<file path="config.mk">
export PLATFORM = sky130hd
export DESIGN_NAME = hblank_table_seq
export DESIGN_NICKNAME = d
export VERILOG_FILES = /design/src/rtl/tblseq_pkg.sv /design/src/rtl/tblseq_pattern_decode.sv /design/src/rtl/tblseq_line_counter.sv /design/src/rtl/hblank_table_seq.sv
export SDC_FILE = /design/constraint.sdc
export NUM_CORES = 1
export LEC_CHECK = 0
export CAP_MARGIN = 0
export CORE_MARGIN = 4
export CORE_UTILIZATION = 44
export DETAILED_ROUTE_END_ITERATION = 16
export PLACE_DENSITY = 0.86
export SETUP_SLACK_MARGIN = 0.1
export SLEW_MARGIN = 40
export SYNTH_ARGS = -nofsm -noshare
export SYNTH_HDL_FRONTEND = slang
export SYNTH_SLANG_ARGS = --single-unit
</file>
<file path="constraint.sdc">
create_clock -name clk -period 1.9 [get_ports clk]
set_clock_uncertainty 0.05 [all_clocks]
set_input_delay 0.38 -clock clk [delete_from_list [all_inputs] [get_ports clk]]
set_output_delay 0.38 -clock clk [all_outputs]
set_load 0.05 [all_outputs]
</file>
<file path="src/rtl/tblseq_pkg.sv">
package tblseq_pkg;

    typedef enum logic [1:0] {
        ST_IDLE = 2'd0,
        ST_WAIT = 2'd1,
        ST_XFER = 2'd2,
        ST_DONE = 2'd3
    } seq_state_e;

    localparam int unsigned HDR_CNT_W = 7;
    localparam int unsigned SET_MAX   = 4;
    localparam int unsigned IDX_W     = $clog2(SET_MAX);
    localparam int unsigned LEN_W     = $clog2(SET_MAX + 1);

endpackage

</file>
<file path="src/rtl/tblseq_pattern_decode.sv">
module tblseq_pattern_decode
    import tblseq_pkg::*;
(
    input  logic [2:0]       pat,
    input  logic [IDX_W-1:0] idx,
    output logic [LEN_W-1:0] set_len,
    output logic [1:0]       offset
);

    always_comb begin
        set_len = LEN_W'(1);
        offset  = 2'd0;
        case (pat)
            3'd1: begin
                set_len = LEN_W'(2);
                offset  = {1'b0, idx[0]};
            end
            3'd2: begin
                set_len = LEN_W'(2);
                offset  = 2'd0;
            end
            3'd3: begin
                set_len = LEN_W'(4);
                offset  = {1'b0, idx[1]};
            end
            3'd4: begin
                set_len = LEN_W'(4);
                offset  = idx[1:0];
            end
            default: begin
                set_len = LEN_W'(1);
                offset  = 2'd0;
            end
        endcase
    end

endmodule

</file>
<file path="src/rtl/tblseq_line_counter.sv">
module tblseq_line_counter #(
    parameter int unsigned CW = 7
) (
    input  logic          clk,
    input  logic          rst_n,
    input  logic          clr,
    input  logic          load,
    input  logic [CW-1:0] load_val,
    input  logic          dec,
    output logic [CW-1:0] cnt,
    output logic          last
);

    logic [CW-1:0] cnt_d, cnt_q;

    always_comb begin
        cnt_d = cnt_q;
        if (clr) begin
            cnt_d = '0;
        end else if (load) begin
            cnt_d = load_val;
        end else if (dec) begin
            cnt_d = cnt_q - CW'(1);
        end
    end

    always_ff @(posedge clk) begin
        if (!rst_n) begin
            cnt_q <= '0;
        end else begin
            cnt_q <= cnt_d;
        end
    end

    assign cnt  = cnt_q;
    assign last = (cnt_q == CW'(1));

    // a line is only counted off an entry that still has lines left
    p_no_underflow_r7: assert property (@(posedge clk) disable iff (!rst_n)
        dec |-> (cnt_q != '0));

    // a loaded count is never zero (zero counts terminate instead)
    p_load_nonzero_r6: assert property (@(posedge clk) disable iff (!rst_n)
        load |=> (cnt_q != '0));

endmodule

</file>
<file path="src/rtl/hblank_table_seq.sv">
module hblank_table_seq
    import tblseq_pkg::*;
#(
    parameter int unsigned AW = 16
) (
    input  logic          clk,
    input  logic          rst_n,
    input  logic          frame_start,
    input  logic          hblank,
    input  logic [AW-1:0] base_addr,
    input  logic [2:0]    pattern,
    output logic [AW-1:0] mem_addr,
    input  logic [7:0]    mem_rdata,
    output logic [1:0]    wr_offset,
    output logic [7:0]    wr_data,
    output logic          wr_en,
    output logic          busy
);

    localparam int unsigned CW = HDR_CNT_W;

    typedef struct packed {
        seq_state_e      state;
        logic [AW-1:0]   ptr;
        logic [IDX_W-1:0] idx;
        logic [2:0]      pat;
        logic            rep;
        logic            need_hdr;
    } seq_regs_t;

    seq_regs_t r_d, r_q;

    logic             lc_clr, lc_load, lc_dec, lc_last;
    logic [CW-1:0]    lc_val, lc_cnt;
    logic [LEN_W-1:0] set_len;
    logic [1:0]       dec_off;
    logic             set_end;

    tblseq_pattern_decode u_decode (
        .pat     (r_q.pat),
        .idx     (r_q.idx),
        .set_len (set_len),
        .offset  (dec_off)
    );

    tblseq_line_counter #(.CW(CW)) u_lines (
        .clk      (clk),
        .rst_n    (rst_n),
        .clr      (lc_clr),
        .load     (lc_load),
        .load_val (lc_val),
        .dec      (lc_dec),
        .cnt      (lc_cnt),
        .last     (lc_last)
    );

    assign set_end = ({1'b0, r_q.idx} == (set_len - LEN_W'(1)));

    always_comb begin
        r_d     = r_q;
        lc_clr  = 1'b0;
        lc_load = 1'b0;
        lc_dec  = 1'b0;
        lc_val  = mem_rdata[CW-1:0];

        case (r_q.state)
            ST_WAIT: begin
                if (hblank) begin
                    if (r_q.need_hdr) begin
                        if (mem_rdata[CW-1:0] == '0) begin
                            r_d.state = ST_DONE;
                        end else begin
                            lc_load      = 1'b1;
                            r_d.rep      = mem_rdata[7];
                            r_d.pat      = pattern;
                            r_d.ptr      = r_q.ptr + AW'(1);
                            r_d.idx      = '0;
                            r_d.need_hdr = 1'b0;
                            r_d.state    = ST_XFER;
                        end
                    end else if (r_q.rep) begin
                        r_d.idx   = '0;
                        r_d.state = ST_XFER;
                    end else begin
                        lc_dec = 1'b1;
                        if (lc_last) begin
                            r_d.need_hdr = 1'b1;
                        end
                    end
                end
            end
            ST_XFER: begin
                r_d.ptr = r_q.ptr + AW'(1);
                if (set_end) begin
                    r_d.state = ST_WAIT;
                    lc_dec    = 1'b1;
                    if (lc_last) begin
                        r_d.need_hdr = 1'b1;
                    end
                end else begin
                    r_d.idx = r_q.idx + IDX_W'(1);
                end
            end
            default: begin
                r_d = r_q;
            end
        endcase

        if (frame_start) begin
            r_d.state    = ST_WAIT;
            r_d.ptr      = base_addr;
            r_d.need_hdr = 1'b1;
            r_d.idx      = '0;
            lc_clr       = 1'b1;
            lc_load      = 1'b0;
            lc_dec       = 1'b0;
        end
    end

    always_ff @(posedge clk) begin
        if (!rst_n) begin
            r_q.state    <= ST_IDLE;
            r_q.ptr      <= '0;
            r_q.idx      <= '0;
            r_q.pat      <= '0;
            r_q.rep      <= 1'b0;
            r_q.need_hdr <= 1'b1;
        end else begin
            r_q <= r_d;
        end
    end

    assign mem_addr  = r_q.ptr;
    assign wr_en     = (r_q.state == ST_XFER);
    assign busy      = (r_q.state == ST_XFER);
    assign wr_data   = mem_rdata;
    assign wr_offset = dec_off;

    // the pointer reloads from the base on a frame pulse
    p_frame_reload_r2: assert property (@(posedge clk) disable iff (!rst_n)
        frame_start |=> (mem_addr == $past(base_addr)));

    // each strobe consumes exactly one table byte
    p_ptr_step_r5: assert property (@(posedge clk) disable iff (!rst_n)
        (wr_en && !frame_start) |=> (mem_addr == $past(mem_addr) + AW'(1)));

    // a terminated table stays silent until a frame pulse
    p_term_silent_r3: assert property (@(posedge clk) disable iff (!rst_n)
        (r_q.state == ST_DONE && !frame_start) |=> !wr_en);

    // before the first frame pulse nothing is written
    p_idle_silent_r1: assert property (@(posedge clk) disable iff (!rst_n)
        (r_q.state == ST_IDLE && !frame_start) |=> !wr_en);

    // a data set only starts on an hblank
    p_start_on_hblank_r5: assert property (@(posedge clk) disable iff (!rst_n)
        (r_q.state == ST_WAIT && !hblank) |=> !wr_en);

endmodule

</file>
==> results.json, run 1 <==
{
  "run_status": "complete, but fails checks",
  "violations": "setup timing",
  "ys_types": 54,
  "grt_max_degree": 19,
  "finalMaxSlewViolations": 0,
  "core_um2": 4848,
  "p_per_area_nw_per_um2": 541.2,
  "power.total_mw": 1.968,
  "grt_pass1_wl_mm": 11.03,
  "yosysWarnings": 0,
  "r2r_slack_ps": -50,
  "place_congestion": 0.9064,
  "end_kind": "register",
  "yosysSeqAreaShare_pct": 28.30,
  "cts_root_buf": "clkbuf_8",
  "setup-violations-final": 4,
  "max_freq_mhz": 512.6,
  "yosys.area.top_type": "dfxtp_1",
  "io_pins": 59,
  "rsz0062_at_grt": "yes",
  "drc_errors": 0,
  "crit_path_start_kind": "register",
  "yosysTopAreaCellShare_pct": 28.30,
  "r2r-start": "r_q[4]",
  "num_antenna_cells": 0,
  "cp.required_ps": 2030,
  "clockBufferDepth": 2,
  "die_h_um": 79.72,
  "synth-seq-cells": 32,
  "grt_overflow": 0,
  "worstSkewPairLatency_ps": 300,
  "r2r-end": "u_lines.cnt[6]",
  "crit_type": "register to register",
  "synth_edf_count": 0,
  "synthesis.area_um2": 2263,
  "dp_cells": 429,
  "max_cap_viol_count": 0,
  "whs_path_depth": 2,
  "place_hpwl_mm": 4.801,
  "fin_crit_ps": 1951,
  "hold_violations": 0,
  "synth_top_cells_by_count": "nand2_1 (41), dfxtp_1 (32), a21oi_1 (27)",
  "slew_headroom_pct": 69.01,
  "synth_ff_type": "dfxtp_1",
  "port_buffers": 58,
  "drt-total-wl_mm": 7.738,
  "synth.area.top_cells": "dfxtp_1 (28%), buf_4 (8.3%), nand2_1 (6.8%)",
  "worstMarginPinSlew_ps": 463.8,
  "drt-vias-per-instance": 5.833,
  "h-tree-depth": 2,
  "async_flop_share_pct": 0,
  "arrival_ps": 2080,
  "synth_nets": 338,
  "ir_drop_mv": 0.5283,
  "min-delay-path-class": "register to register",
  "min-delay-start": "r_q[24]",
  "avgSynthCellArea_um2": 7.495,
  "grt.total_usage_pct": 21.58,
  "drt-pass1-iter-count": 5,
  "initial_core_util_pct": 46.68,
  "drtIter0Drc": 211,
  "clkSinkCount": 32,
  "path_clk_slew_ps": 70,
  "antenna_left": 0,
  "tritoncts": "done",
  "cts_made_buffers": 5,
  "wire_per_inst_um": 17.04,
  "timing.critical_path.from": "r_q[4]",
  "layout-drive-gt1-share_pct": 39.28,
  "ff2ff_path_depth": 6,
  "fin_cells": 454,
  "layout_setup_ws_ps": -50.99,
  "syn_inst": 302,
  "num_rows": 25,
  "die_w_um": 79.72,
  "yosysMostFrequentCell": "nand2_1",
  "die_area_um2": 6355,
  "period_share_pct": 102.7,
  "area_growth_pct": 60.70,
  "total_leakage_power_nw": 1.490,
  "layout.nets": 423,
  "grt_pass1_vias": 2380,
  "cp_max_fo": 7,
  "antenna_found_initial": 0,
  "vias": 2648,
  "min_to": "r_q[24]"
}
-- worst max-delay path, stage by stage, from the launching register on --
cell and delay [ps]:
dfxtp_2 330, or4_4 560, o211ai_4 120, o311ai_4 190, a211oi_1 350, xnor2_1 170, a21oi_1 80
-- cells in the final DEF, fill, tap and decap left out, types with 2 or more instances in the layout --
| master | instances |
|---|---|
| buf_6 | 6 |
| nor2_1 | 20 |
| a211o_1 | 2 |
| xnor2_1 | 5 |
| or3_1 | 3 |
| o31ai_1 | 3 |
| dfxtp_2 | 9 |
| o41ai_4 | 2 |
| ha_4 | 2 |
| a221oi_2 | 2 |
| clkbuf_8 | 5 |
| o21ai_1 | 9 |
| nor2_2 | 3 |
| buf_4 | 65 |
| a22oi_1 | 4 |
| a21oi_2 | 7 |
| clkbuf_16 | 2 |
| inv_1 | 11 |
| o21ai_2 | 2 |
| dfxtp_4 | 3 |
| clkdlybuf4s50_1 | 21 |
| dfxtp_1 | 20 |
| nor4_4 | 2 |
| dlygate4sd2_1 | 8 |
| nor3_1 | 7 |
| ha_1 | 2 |
| nand2b_1 | 4 |
| a21oi_1 | 20 |
| a31oi_1 | 2 |
| nand4_1 | 2 |
| a32o_1 | 3 |
| buf_12 | 13 |
| a211oi_1 | 2 |
| o21ai_0 | 18 |
| nor4_1 | 2 |
| nand3_1 | 6 |
| o41ai_2 | 2 |
| nand2_1 | 40 |
| nor2b_1 | 3 |
| a211oi_2 | 5 |
-- sequential cells by signal, summed over array words and instances, names as in the netlist --
signal	flops
r_q	9
mem_addr	16
u_lines.cnt	7
-- layout make-up --
type,instances,area [um2]
Multi-Input combinational cell,219,1603
Fill cell,320,1211
Timing Repair Buffer,116,1159
Sequential cell,32,663.1
Tap cell,67,83.83
Clock buffer,6,72.57
Inverter,13,51.30
Clock inverter,1,5.005
-- stage by stage --
step | cell area (um2) | setup TNS, ps | worst slack, ps | hold slack, ps | utilization (%)
4_1_cts | 3357 | -95.30 | -35.98 | 459.1 | 69.24
6_report | 3637 | -108.9 | -50.99 | 455.1 | 75.02
3_5_place_dp | 3107 | -6673 | -330.2 | 449.1 | 64.08
3_3_place_gp | 3107 | -5798 | -308.3 | 426.9 | 64.08
2_1_floorplan | 2310 | 0 | 42.41 | 395.7 | -
5_1_grt | 3637 | -521.8 | -96.22 | 461.2 | 75.02
-- worst max-delay path by stage --
stage,end,slack [ps],depth (start not counted)
finish,u_lines.cnt[6],-50,6
global placement,mem_addr[9],-310,8
floorplan,u_lines.cnt[1],40,6
detailed placement,mem_addr[9],-330,8
CTS,u_lines.cnt[1],-40,6
global route,u_lines.cnt[1],-100,6
-- routing by layer --
| metal | GRT usage (%) | part of all wire (%) |
|---|---|---|
| met4 | 5.498 | 2.2 |
| met1 | 26.21 | 38 |
| met5 | 0 | 0 |
| met3 | 4.628 | 6.6 |
| met2 | 38.31 | 53 |
-- report_power, final --
group          total (mW)  switching [mW]  leakage (nW)  internal (mW)
clock network       0.523           0.274        0.0410          0.249
registers           0.747          0.0428         0.267          0.704
logic               0.698           0.377          1.18          0.321
total                1.97           0.694          1.49           1.27
-- logic make-up after synthesis --
kind of cell | Yosys count | share of synthesized area, %
multiplexers | 2 | 0.9397
adder cells (fa/ha/maj) | 5 | 2.764
buffers and inverters | 51 | 13.21
flip-flops | 32 | 28.30
AO/OA/AOI/OAI | 100 | 29.63
AND/OR/NAND/NOR | 105 | 22.44
XOR/XNOR | 7 | 2.709
-- timing repair --
item / CTS / global route
resized for setup: 32 / 42
endpoints found under the setup margin: 25 / 22
pin swaps: 13 / 22
cloned: 0 / 2
setup buffers: 8 / 8
hold buffers: 0 / 0
No activity file was read; power rests on OpenSTA's default activity.
==> run 2, diff against run 1 <==
CORE_ASPECT_RATIO = 0.9   (was not set)
CTS_CLUSTER_DIAMETER = 80   (was not set)
==> results.json, run 2 (same netlist as run 1, synthesis figures left out) <==
{
  "place_congestion": 0.8782,
  "whs_ps": 430.1,
  "run_status": "complete, but fails checks",
  "multi_input_area_um2": 1523,
  "clkSinkCount": 32,
  "max_freq_mhz": 503.2,
  "final_common_cell": "buf_4",
  "drt-total-wl_mm": 7.968,
  "period_share_pct": 104.6,
  "setup-violations-final": 6,
  "r2r-start": "r_q[4]",
  "rsz0062_at_grt": "yes",
  "grtUsageMet2_pct": 36.33,
  "violations": "setup timing",
  "core_um2": 4925,
  "worstSkewPairLatency_ps": 290,
  "grt.total_usage_pct": 21.42,
  "fin_crit_ps": 1987,
  "grt_max_degree": 19,
  "timing.critical_path.from": "r_q[4]",
  "layout-drive-gt1-share_pct": 37.56,
  "place_hpwl_mm": 4.988,
  "place_ws_ps": -515.0,
  "die_h_um": 76.04,
  "end_kind": "register",
  "drt-vias-per-instance": 5.850,
  "antenna_found_initial": 0,
  "grt_util_met3_pct": 4.324,
  "layout_setup_ws_ps": -87.13,
  "h-tree-depth": 2,
  "crit_family": "compound AO/OA/AOI/OAI gates",
  "crit_buf_inv": 0,
  "port_buffers": 58,
  "num_antenna_cells": 0,
  "initial_core_util_pct": 45.96,
  "tritoncts": "done",
  "ir_drop_mv": 0.4343,
  "slew_headroom_pct": 69.06,
  "clockBufferDepth": 2,
  "arrival_ps": 2110,
  "finalMaxSlewViolations": 0,
  "path_clk_slew_ps": 70,
  "largest_register_ffs": 16,
  "min-delay-path-class": "register to register",
  "antenna_left": 0,
  "tns_ps": -211.0,
  "final_cell_area_um2": 3556,
  "cp.required_ps": 2030,
  "final_cell_mix": "buf_4 (72), nand2_1 (41), dfxtp_1 (26)",
  "met1_usage_pct": 26.42,
  "grt.busiest_layer": "met2",
  "critical_path.cell_chain": "or4_4, o211ai_2, o311ai_4, a211oi_1, xnor2_1, a21oi_1",
  "max_stage_delay_ps": 540,
  "crit_path_start_kind": "register",
  "regArea_um2": 650.6,
  "wire_per_inst_um": 17.36,
  "hold_violations": 0,
  "post_dp_cell_area_um2": 3179,
  "drtIter0Drc": 172,
  "crit_type": "register to register",
  "io_pins": 59,
  "worstMarginPinSlew_ps": 463.1,
  "layout.nets": 429,
  "die_area_um2": 6357,
  "cts_hold_buf": 0,
  "grt_overflow": 0,
  "vias": 2685,
  "cts_made_buffers": 5,
  "crit_path_top_delay_cell": "or4_4",
  "cp_max_fo": 7,
  "fill_cells": 369,
  "drc_errors": 0,
  "num_rows": 24,
  "p_per_area_nw_per_um2": 566.2,
  "area_growth_pct": 57.10,
  "max_cap_viol_count": 0,
  "min-delay-start": "r_q[1]",
  "die_w_um": 83.60,
  "grt_pass1_vias": 2424,
  "total_leakage_power_nw": 1.437,
  "cts_root_buf": "clkbuf_8",
  "power.total_mw": 2.013,
  "drt-pass1-iter-count": 5,
  "grt_pass1_wl_mm": 11.43
}
-- run 2: cell count changes in the layout (fill, tap and decap cells not counted), sizes merged --
cell           previous run  this run
a211o                     3         4
dlygate4sd2               8         3
clkdlybuf4s15             0         1
buf                      84        90
clkinv                    2         1
dlymetal6s2s              1         2
clkbuf                    8        12
-- run 2: routing by layer --
| metal | wire, um | vias up |
|---|---|---|
| met5 | 0 | - |
| met4 | 205 | 0 |
| met3 | 501 | 24 |
| met2 | 4107 | 116 |
| met1 | 3153 | 1290 |
| li1 | - | 1255 |
-- run 2: worst paths after layout --
path / cells past startpoint / to / slack [ps]
max reg2reg: 6 / u_lines.cnt[3] / -90
min: 2 / r_q[1] / 430
min reg2reg: 2 / r_q[1] / 430
max: 6 / u_lines.cnt[3] / -90
-- run 2: power by group --
part / internal (mW) / leakage (nW) / switching, mW
logic: 0.327 / 1.13 / 0.380
clock network: 0.296 / 0.0455 / 0.268
registers: 0.704 / 0.264 / 0.0382
total: 1.33 / 1.44 / 0.687
-- run 2: worst min-delay path: cells and delay by family, from the launching register on --
family,cells,cell delay [ps]
AO/OA/AOI/OAI,1,50
flip-flops,1,330
AND/OR/NAND/NOR,1,60
-- run 2: timing repair --
item / in CTS / in global routing
setup buffers: 3 / 7
resized for setup: 19 / 39
endpoints found under the setup margin: 26 / 26
endpoints found under the hold margin: 0 / 0
pin swaps: 10 / 3
gates cloned: 2 / 2
-- run 2: cell type report --
class	count	area share, %
Multi-Input combinational cell	220	42.82
Clock buffer	8	2.533
Tap cell	65	2.287
Timing Repair Buffer	121	32.69
Sequential cell	32	18.30
Inverter	13	1.372
-- run 2: metrics by stage --
stage | util [%] | std cells
2_1_floorplan | - | 302
3_3_place_gp | 64.56 | 437
3_5_place_dp | 64.56 | 437
4_1_cts | 67.81 | 450
5_1_grt | 72.21 | 459
6_report | 72.21 | 459
